$ cat config.mk
export PLATFORM = sky130hd
export DESIGN_NAME = mbox_seq
export DESIGN_NICKNAME = d
export VERILOG_FILES = /design/src/rtl/mbox_pkg.sv /design/src/rtl/mbox_cmd_pack.sv /design/src/rtl/mbox_poll_timer.sv /design/src/rtl/mbox_seq.sv
export SDC_FILE = /design/constraint.sdc
export NUM_CORES = 1
export LEC_CHECK = 0
export CAP_MARGIN = 0
export CORE_ASPECT_RATIO = 1.25
export CORE_MARGIN = 2
export CORE_UTILIZATION = 28
export DETAILED_ROUTE_END_ITERATION = 10
export DONT_BUFFER_PORTS = 1
export PLACE_DENSITY_LB_ADDON = 0.1
export RECOVER_POWER = 50
export SYNTH_ARGS = -nofsm -noshare
export SYNTH_HDL_FRONTEND = slang
export SYNTH_SLANG_ARGS = --single-unit
export TNS_END_PERCENT = 5
$ cat constraint.sdc
create_clock -name clk -period 3.26 [get_ports clk]
set_input_delay 0.326 -clock clk [delete_from_list [all_inputs] [get_ports clk]]
set_output_delay 0.326 -clock clk [all_outputs]
set_load 0.1 [all_outputs]
$ cat src/rtl/mbox_pkg.sv
package mbox_pkg;

    localparam int          WORD_W   = 32;
    localparam int          BUSY_BIT = 31;
    localparam logic [7:0]  DATA_OFS = 8'hA0;
    localparam logic [7:0]  IFC_OFS  = 8'hA4;

    typedef enum logic [2:0] {
        S_IDLE,
        S_PRE_POLL,
        S_WR_DATA,
        S_WR_CMD,
        S_POST_POLL,
        S_RD_RESP,
        S_FINISH
    } seq_state_e;

    typedef enum logic [1:0] {
        ST_OK      = 2'd0,
        ST_TMO     = 2'd1,
        ST_CMD_ERR = 2'd2,
        ST_BUS_ERR = 2'd3
    } seq_status_e;

endpackage

$ cat src/rtl/mbox_cmd_pack.sv
module mbox_cmd_pack
    import mbox_pkg::*;
#(
    parameter int PRM_W = 14
) (
    input  logic [7:0]        cmd_i,
    input  logic [7:0]        sub_i,
    input  logic [PRM_W-1:0]  prm_i,
    output logic [WORD_W-1:0] word_o
);
    // Field between the busy flag and the sub-command byte.
    localparam int FLD_W = BUSY_BIT - 16;

    logic [FLD_W-1:0] prm_fld;

    generate
        if (PRM_W >= FLD_W) begin : g_trunc
            assign prm_fld = prm_i[FLD_W-1:0];
        end else begin : g_zext
            assign prm_fld = {{(FLD_W-PRM_W){1'b0}}, prm_i};
        end
    endgenerate

    assign word_o = {1'b1, prm_fld, sub_i, cmd_i};

endmodule

$ cat src/rtl/mbox_poll_timer.sv
module mbox_poll_timer #(
    parameter int SLOW_CYC = 40,
    parameter int TMO_CYC  = 1000
) (
    input  logic clk,
    input  logic rst_n,
    input  logic clr_i,
    input  logic en_i,
    output logic slow_hit_o,
    output logic tmo_hit_o
);
    localparam int CW = $clog2(TMO_CYC + 1);

    logic [CW-1:0] cnt_q;

    always_ff @(posedge clk) begin
        if (!rst_n) begin
            cnt_q <= '0;
        end else if (clr_i) begin
            cnt_q <= '0;
        end else if (en_i && (cnt_q < CW'(TMO_CYC))) begin
            cnt_q <= cnt_q + 1'b1;
        end
    end

    assign slow_hit_o = (cnt_q >= CW'(SLOW_CYC));
    assign tmo_hit_o  = (cnt_q >= CW'(TMO_CYC));

endmodule

$ cat src/rtl/mbox_seq.sv
module mbox_seq
    import mbox_pkg::*;
#(
    parameter int CLK_MHZ = 250,
    parameter int SLOW_US = 40,
    parameter int TMO_US  = 1000,
    parameter int ADDR_W  = 8,
    parameter int PRM_W   = 14
) (
    input  logic              clk,
    input  logic              rst_n,
    input  logic              start_i,
    input  logic [7:0]        cmd_i,
    input  logic [7:0]        sub_i,
    input  logic [PRM_W-1:0]  prm_i,
    input  logic [31:0]       req_data_i,
    output logic              busy_o,
    output logic              done_o,
    output logic [1:0]        status_o,
    output logic [31:0]       resp_o,
    output logic              slow_o,
    output logic              bus_req_o,
    output logic              bus_we_o,
    output logic [ADDR_W-1:0] bus_addr_o,
    output logic [31:0]       bus_wdata_o,
    input  logic              bus_ack_i,
    input  logic              bus_err_i,
    input  logic [31:0]       bus_rdata_i
);
    localparam int SLOW_CYC = SLOW_US * CLK_MHZ;
    localparam int TMO_CYC  = TMO_US * CLK_MHZ;
    localparam logic [ADDR_W-1:0] A_DATA = ADDR_W'(DATA_OFS);
    localparam logic [ADDR_W-1:0] A_IFC  = ADDR_W'(IFC_OFS);

    seq_state_e  st_q, st_d;
    seq_status_e fin_st_d;
    seq_status_e status_q;
    logic        cap_resp;
    logic        in_poll, nxt_poll, tmr_clr;
    logic        slow_hit, tmo_hit;
    logic        acc_ok, rd_busy;
    logic [31:0] word_w, word_q, data_q, resp_q;
    logic        done_q, slow_q;

    mbox_cmd_pack #(.PRM_W(PRM_W)) u_pack (
        .cmd_i  (cmd_i),
        .sub_i  (sub_i),
        .prm_i  (prm_i),
        .word_o (word_w)
    );

    assign in_poll  = (st_q == S_PRE_POLL) || (st_q == S_POST_POLL);
    assign nxt_poll = (st_d == S_PRE_POLL) || (st_d == S_POST_POLL);
    assign tmr_clr  = nxt_poll && (st_d != st_q);

    mbox_poll_timer #(.SLOW_CYC(SLOW_CYC), .TMO_CYC(TMO_CYC)) u_tmr (
        .clk        (clk),
        .rst_n      (rst_n),
        .clr_i      (tmr_clr),
        .en_i       (in_poll),
        .slow_hit_o (slow_hit),
        .tmo_hit_o  (tmo_hit)
    );

    assign acc_ok  = bus_ack_i && !bus_err_i;
    assign rd_busy = acc_ok && bus_rdata_i[BUSY_BIT];

    // Next-state decision
    always_comb begin
        st_d     = st_q;
        fin_st_d = ST_OK;
        cap_resp = 1'b0;
        unique case (st_q)
            S_IDLE: begin
                if (start_i) st_d = S_PRE_POLL;
            end
            S_PRE_POLL: begin
                if (bus_ack_i && bus_err_i) begin
                    st_d = S_FINISH; fin_st_d = ST_BUS_ERR;
                end else if (rd_busy) begin
                    if (tmo_hit) begin
                        st_d = S_FINISH; fin_st_d = ST_TMO;
                    end
                end else if (acc_ok) begin
                    st_d = S_WR_DATA;
                end
            end
            S_WR_DATA: begin
                if (bus_ack_i && bus_err_i) begin
                    st_d = S_FINISH; fin_st_d = ST_BUS_ERR;
                end else if (acc_ok) begin
                    st_d = S_WR_CMD;
                end
            end
            S_WR_CMD: begin
                if (bus_ack_i && bus_err_i) begin
                    st_d = S_FINISH; fin_st_d = ST_BUS_ERR;
                end else if (acc_ok) begin
                    st_d = S_POST_POLL;
                end
            end
            S_POST_POLL: begin
                if (bus_ack_i && bus_err_i) begin
                    st_d = S_FINISH; fin_st_d = ST_BUS_ERR;
                end else if (rd_busy) begin
                    if (tmo_hit) begin
                        st_d = S_FINISH; fin_st_d = ST_TMO;
                    end
                end else if (acc_ok) begin
                    if (bus_rdata_i[7:0] != 8'h00) begin
                        st_d = S_FINISH; fin_st_d = ST_CMD_ERR;
                    end else begin
                        st_d = S_RD_RESP;
                    end
                end
            end
            S_RD_RESP: begin
                if (bus_ack_i && bus_err_i) begin
                    st_d = S_FINISH; fin_st_d = ST_BUS_ERR;
                end else if (acc_ok) begin
                    st_d = S_FINISH; cap_resp = 1'b1;
                end
            end
            S_FINISH: st_d = S_IDLE;
            default:  st_d = S_IDLE;
        endcase
    end

    // State register
    always_ff @(posedge clk) begin
        if (!rst_n) st_q <= S_IDLE;
        else        st_q <= st_d;
    end

    // Registered results and latched request
    always_ff @(posedge clk) begin
        if (!rst_n) begin
            done_q   <= 1'b0;
            status_q <= ST_OK;
            resp_q   <= '0;
            slow_q   <= 1'b0;
            word_q   <= '0;
            data_q   <= '0;
        end else begin
            done_q <= (st_d == S_FINISH);
            if (st_q == S_IDLE && start_i) begin
                word_q <= word_w;
                data_q <= req_data_i;
                resp_q <= '0;
                slow_q <= 1'b0;
            end
            if (st_q != S_FINISH && st_d == S_FINISH) status_q <= fin_st_d;
            if (cap_resp) resp_q <= bus_rdata_i;
            if (in_poll && rd_busy && slow_hit) slow_q <= 1'b1;
        end
    end

    // Bus drive from state
    always_comb begin
        bus_req_o   = 1'b0;
        bus_we_o    = 1'b0;
        bus_addr_o  = A_IFC;
        bus_wdata_o = '0;
        unique case (st_q)
            S_PRE_POLL, S_POST_POLL: bus_req_o = 1'b1;
            S_WR_DATA: begin
                bus_req_o = 1'b1; bus_we_o = 1'b1;
                bus_addr_o = A_DATA; bus_wdata_o = data_q;
            end
            S_WR_CMD: begin
                bus_req_o = 1'b1; bus_we_o = 1'b1;
                bus_wdata_o = word_q;
            end
            S_RD_RESP: begin
                bus_req_o = 1'b1; bus_addr_o = A_DATA;
            end
            default: bus_req_o = 1'b0;
        endcase
    end

    assign busy_o   = (st_q != S_IDLE);
    assign done_o   = done_q;
    assign status_o = status_q;
    assign resp_o   = resp_q;
    assign slow_o   = slow_q;

endmodule

After elaboration in Yosys (flattened, before gate mapping)
Index checks and enable logic that the tools add are counted.
{ "op_classes": {"n_lt_le_gt_ge": 3, "n_addsub": 1, "n_eq_ne": 10, "n_reduce_logical": 22, "bitwise_logic": 1, "n_mux": 36} }
{ "op_table": {"columns": ["op", "count"], "rows": [
  ["2-to-1 mux 32 bit", 2],
  ["case mux 32 bit (2 select lines)", 1],
  ["2-to-1 mux 3 bit", 15],
  ["adder 18 x 1 -> 18 bit, second input constant", 1],
  ["greater-or-equal comparator 18 x 14 -> 1 bit, second input constant", 1],
  ["greater-or-equal comparator 18 bit, second input constant", 1],
  ["less-than comparator 18 bit, second input constant", 1],
  ["case mux 3 bit (6 select lines)", 1],
  ["2-to-1 mux 2 bit", 7],
  ["equality test 3 bit, second input constant", 4],
  ["logical AND 1 bit", 9],
  ["2-to-1 mux 1 bit", 9],
  ["nonzero test 8 bit", 1],
  ["equality test 3 x 1 -> 1 bit, second input constant", 2],
  ["equality test 3 x 2 -> 1 bit, second input constant", 2],
  ["case mux 2 bit (3 select lines)", 1],
  ["OR reduction 2 bit", 3],
  ["OR reduction 5 bit", 1],
  ["nonzero test 2 bit", 2],
  ["zero test 3 bit", 1],
  ["!= test 3 bit", 1],
  ["!= test 3 bit, second input constant", 1],
  ["nonzero test 3 bit", 1],
  ["OR reduction 3 bit", 1],
  ["3 further kinds", 4]
]} }
{ "word_totals": {"elab_cells": 81, "reg_bits": 120, "output_inout_bits": 79} }

Logic depth before layout (Yosys ltp)
{ "depth": {"ltp_word": 10, "depth_mapped": 8} }

Modules after synthesis
Synthesis repeated with hierarchy kept, for this count alone.
{ "hier_totals": {"cells_unflattened": 724, "hier_area_um2": 5925.7} }
{ "modules_own_cells": {"columns": ["module", "n_inst", "area_each_um2", "cells_each"], "rows": [
  ["mbox_seq", 1, 4665.7, 571],
  ["mbox_poll_timer", 1, 1012.2, 119],
  ["mbox_cmd_pack", 1, 247.7, 34]
]} }

Worst setup path before layout
No wires, ideal clock.
{ "synth_path": {"path_kind": "register to register", "from": "reg st_q[2]", "to": "reg u_tmr.cnt_q[8]", "period_less_slack_ps": 3008, "path_buffers": 2, "arrival_ps": 2944, "required_time_ps": 3195, "path_slack_ps": 252, "setup_ps": 65, "stages_incl_launch_ff": 8, "path_cell_list": "dfxtp_1 -> buf_1 -> a21oi_1 -> and2_1 -> o311a_4 -> a311oi_4 -> buf_6 -> nor2_1"} }
{ "synth_between": {"elab_chain_len": 8, "word_cells_on_any_way": 29, "cone_classes": "eq/ne: 8; mux: 15; reduce/logical: 6"} }
{ "synth_rtl": {"columns": ["element", "line_no", "source"], "rows": [
  ["start: declaration", "mbox_seq.sv:35", "seq_state_e st_q, st_d;"],
  ["start signal: assignment", "mbox_seq.sv:132", "else st_q <= st_d;"],
  ["2-to-1 mux 3 bit, on equally long branches", null, null],
  ["2-to-1 mux 3 bit, on equally long branches", "mbox_seq.sv:105, mbox_seq.sv:80", null],
  ["2-to-1 mux 3 bit, on equally long branches", "mbox_seq.sv:103, mbox_seq.sv:78", null],
  ["case mux 3 bit (6 select lines)", "mbox_seq.sv:73", "unique case (st_q)"],
  ["equality test 3 x 1 -> 1 bit or equality test 3 bit (tied branches)", "mbox_seq.sv:53", "assign nxt_poll = (st_d == S_PRE_POLL) || (st_d == S_POST_POLL);"],
  ["logical OR 1 bit", "mbox_seq.sv:53", null],
  ["logical AND 1 bit", "mbox_seq.sv:54", "assign tmr_clr = nxt_poll && (st_d != st_q);"],
  ["OR reduction 2 bit (no source line)", null, null],
  ["end signal: assignment", "mbox_poll_timer.sv:22", "cnt_q <= cnt_q + 1'b1;"],
  ["end: declaration", "mbox_poll_timer.sv:14", "logic [CW-1:0] cnt_q;"]
]} }
Several ways; a longest one is shown, not always the timed one.
A chain may end at the register's enable or synchronous reset.

Worst setup path after layout
{ "layout_path": {"from": "reg st_q[1]", "to": "out bus_we_o"} }
{ "layout_between": {"elab_chain_len": 3, "word_cells_on_any_way": 4, "cone_classes": "eq/ne: 2; mux: 1; reduce/logical: 1"} }
{ "layout_rtl": {"columns": ["element", "line_no", "source"], "rows": [
  ["equality test 3 x 2 -> 1 bit", "mbox_seq.sv:164", "unique case (st_q)"],
  ["OR reduction 2 bit (no source line) (*)", null, null],
  ["2-to-1 mux 1 bit (*)", "mbox_seq.sv:164", null],
  ["end: declaration", "mbox_seq.sv:23", "output logic bus_we_o,"]
]} }
Every way passes the cells marked *; elsewhere a longest branch is shown, timed or not.

==> impl_metrics.json <==
{
  "status": "complete, no violations",
  "intPower_w": 0.002687,
  "grt_overflow": 0,
  "drive_gt1_frac": 0.1726,
  "synth.area.top_cells": "dfxtp_1 (46%), nand2_1 (10%), a21oi_1 (6.8%)",
  "grt_pass1_wl_um": 22970,
  "clk_latency_ps": 410,
  "hold_class": "in2reg",
  "p_seq_frac": 0.418,
  "maxSlewViolCount": 0,
  "sw_frac_of_total": 0.3069,
  "hpwl_um": 9911,
  "hold_violations": 0,
  "p_leak_nw": 2.253,
  "async_reset_ff_frac": 0,
  "tns_ps": 0,
  "yosysMostFrequentCell": "nand2_1",
  "wl_per_cell_um": 16.16,
  "synth_seq_cells": 120,
  "synth_top_cell_area_share": 0.4631,
  "ios": 178,
  "cellPowerDensity_nw_per_um2": 622.1,
  "max_cap_violations": 0,
  "core_area_um2": 18170,
  "period_share": 0.8603,
  "slew_headroom": 0.1218,
  "syn_inst": 643,
  "hold_ws_ps": 43.22,
  "multi_input_area_um2": 2631,
  "syn_area_per_cell_um2": 8.068,
  "cts_resized": 0,
  "place.gp.congestion": 0.8598,
  "critical_path_class": "reg2out",
  "netlist_top_cells_count": "nand2_1 (138), dfxtp_1 (120), nor2_1 (92)",
  "nNetsFinal": 761,
  "route.detailed.drc": 0,
  "postPlaceCellArea_um2": 5715,
  "core.rowCount": 55,
  "crit_fanout": 14,
  "die_area_um2": 19640,
  "p_clk_frac": 0.438,
  "postCtsSetupBuffers": 0,
  "switchingPower_w": 0.001189,
  "syn_area_um2": 5187,
  "port_buffers": 0,
  "final_area_um2": 6231,
  "cts-htree-levels": 4,
  "die_x_um": 125.7,
  "max_freq_mhz": 356.6,
  "clock_path_buffers": 2,
  "p_comb_frac": 0.144,
  "hold_buffers": 0,
  "yosys.area.top_type": "dfxtp_1",
  "root_buffer": "clkbuf_16",
  "antenna_found_initial": 0,
  "clkTransAtPathRegs_ps": 60,
  "num_antenna_cells": 0,
  "vdd_drop_max_v": 0.0003503,
  "yosysSeqAreaShare": 0.4631,
  "vias": 4479,
  "grtUsageTotal": 0.1467,
  "die_h_um": 156.2,
  "dr.pass1.iters": 4,
  "cts_buffers": 17,
  "synthFlopType": "dfxtp_1",
  "crit_arrival_ps": 2480,
  "via_per_inst": 4.977,
  "yosysUniqueCellTypes": 48,
  "clock-sinks": 120,
  "grt_busiest_layer": "met2",
  "synthToLayoutAreaGrowth_pct": 20.12,
  "required_ps": 2930,
  "seqCellArea_um2": 2404,
  "grt_pass1_vias": 4479,
  "fin_crit_ps": 2805,
  "grt_max_degree": 101,
  "cp-end-kind": "output pin",
  "critPathLaunchType": "register",
  "final-setup-viol-count": 0,
  "fillCellCount": 1960,
  "rsz0062_at_grt": "no",
  "grt_use_met3": 0.05418,
  "ant_nets": 0,
  "cts_tree": "done",
  "use_met1": 0.1737,
  "synth-edff-count": 0,
  "drt_wl_total_um": 14550,
  "drtIter0Drc": 243,
  "use_met2": 0.2461,
  "yosysWarnings": 0,
  "worstMarginPinSlew_ps": 1317,
  "initial_utilization": 0.2855,
  "clock_skew_ps": 8.654
}
[path summary, 6_finish.rpt]
path / cells after the start / start / slack (ps) / end
min reg2reg: 2 / data_q[7] / 450 / data_q[7]
max: 3 / st_q[1] / 460 / bus_we_o
max reg2reg: 8 / st_q[1] / 590 / u_tmr.cnt_q[13]
min: 2 / req_data_i[22] / 40 / data_q[22]
[critical path, cell delays in order, from the launching register on]
cell,delay [ps]
dfxtp_1,640
nand2b_1,340
inv_1,200
clkbuf_1,880
[logic make-up (layout without fill, tap and decap cells)]
| family | count (synthesis) | after routing | synth area share |
|---|---|---|---|
| and+or+nand+nor | 274 | 274 | 0.2180 |
| AOI/OAI and AO/OA | 136 | 136 | 0.1708 |
| DFF | 120 | 120 | 0.4631 |
| buffers and inverters | 59 | 83 | 0.04920 |
| muxes | 33 | 33 | 0.06392 |
| xor gates and xnor gates | 17 | 17 | 0.02870 |
| adders and majority gates | 2 | 2 | 0.004823 |
| other | 2 | 7 | 0.001448 |
[cell usage in the layout, fill, tap and decap left out, drive strengths merged, types with 4 or more instances in the layout]
cell type and instances:
a21oi 71, a22oi 32, and3 6, buf 40
clkbuf 21, clkinv 6, conb 7, dfxtp 120
inv 13, mux2i 32, nand2 138, nand2b 6
nand3 6, nand4 5, nor2 92, nor3 6
nor4 4, xnor2 8, xor2 9
[final cells by class]
cell class / instances / area share
multi-input cells: 469 / 0.4223
flip-flops and latches: 120 / 0.3857
clock buffers: 18 / 0.07048
repair buffers: 43 / 0.05442
well taps: 228 / 0.04578
clock inverters: 13 / 0.01586
inverters: 9 / 0.005422
[power groups by stage]
stage / Clock, W / Sequential (W) / Combinational [W]
floorplan: 0 / 0.00163 / 0.000467
global placement: 0 / 0.00165 / 0.000566
detailed placement: 0 / 0.00165 / 0.000573
CTS: 0.00175 / 0.00162 / 0.000573
global route: 0.00182 / 0.00163 / 0.000617
finish: 0.00170 / 0.00162 / 0.000560
[stage by stage]
step,cells,utilization,setup WS (ps),total power (W)
final,900,0.3430,455.5,0.003876
after floorplan,648,-,251.5,0.002094
after CTS,900,0.3442,659.3,0.003941
after detailed placement,869,0.3146,684.1,0.002223
after global routing,900,0.3430,336.6,0.004067
after global placement,869,0.3146,717.8,0.002213
[metal layers]
metal / share of wire / vias to the layer above / wire length [um]
met5: 0 / - / 0
met4: 0.013 / 0 / 191
li1: - / 2209 / -
met2: 0.49 / 140 / 7181
met1: 0.43 / 2118 / 6194
met3: 0.067 / 12 / 979
[registers in the layout (all words and copies together), names as in the netlist]
| name | cells |
|---|---|
| data_q | 32 |
| done_o | 1 |
| resp_o | 32 |
| slow_o | 1 |
| st_q | 3 |
| status_o | 2 |
| u_tmr.cnt_q | 18 |
| word_q | 31 |
(Power assumes the default switching activity.)
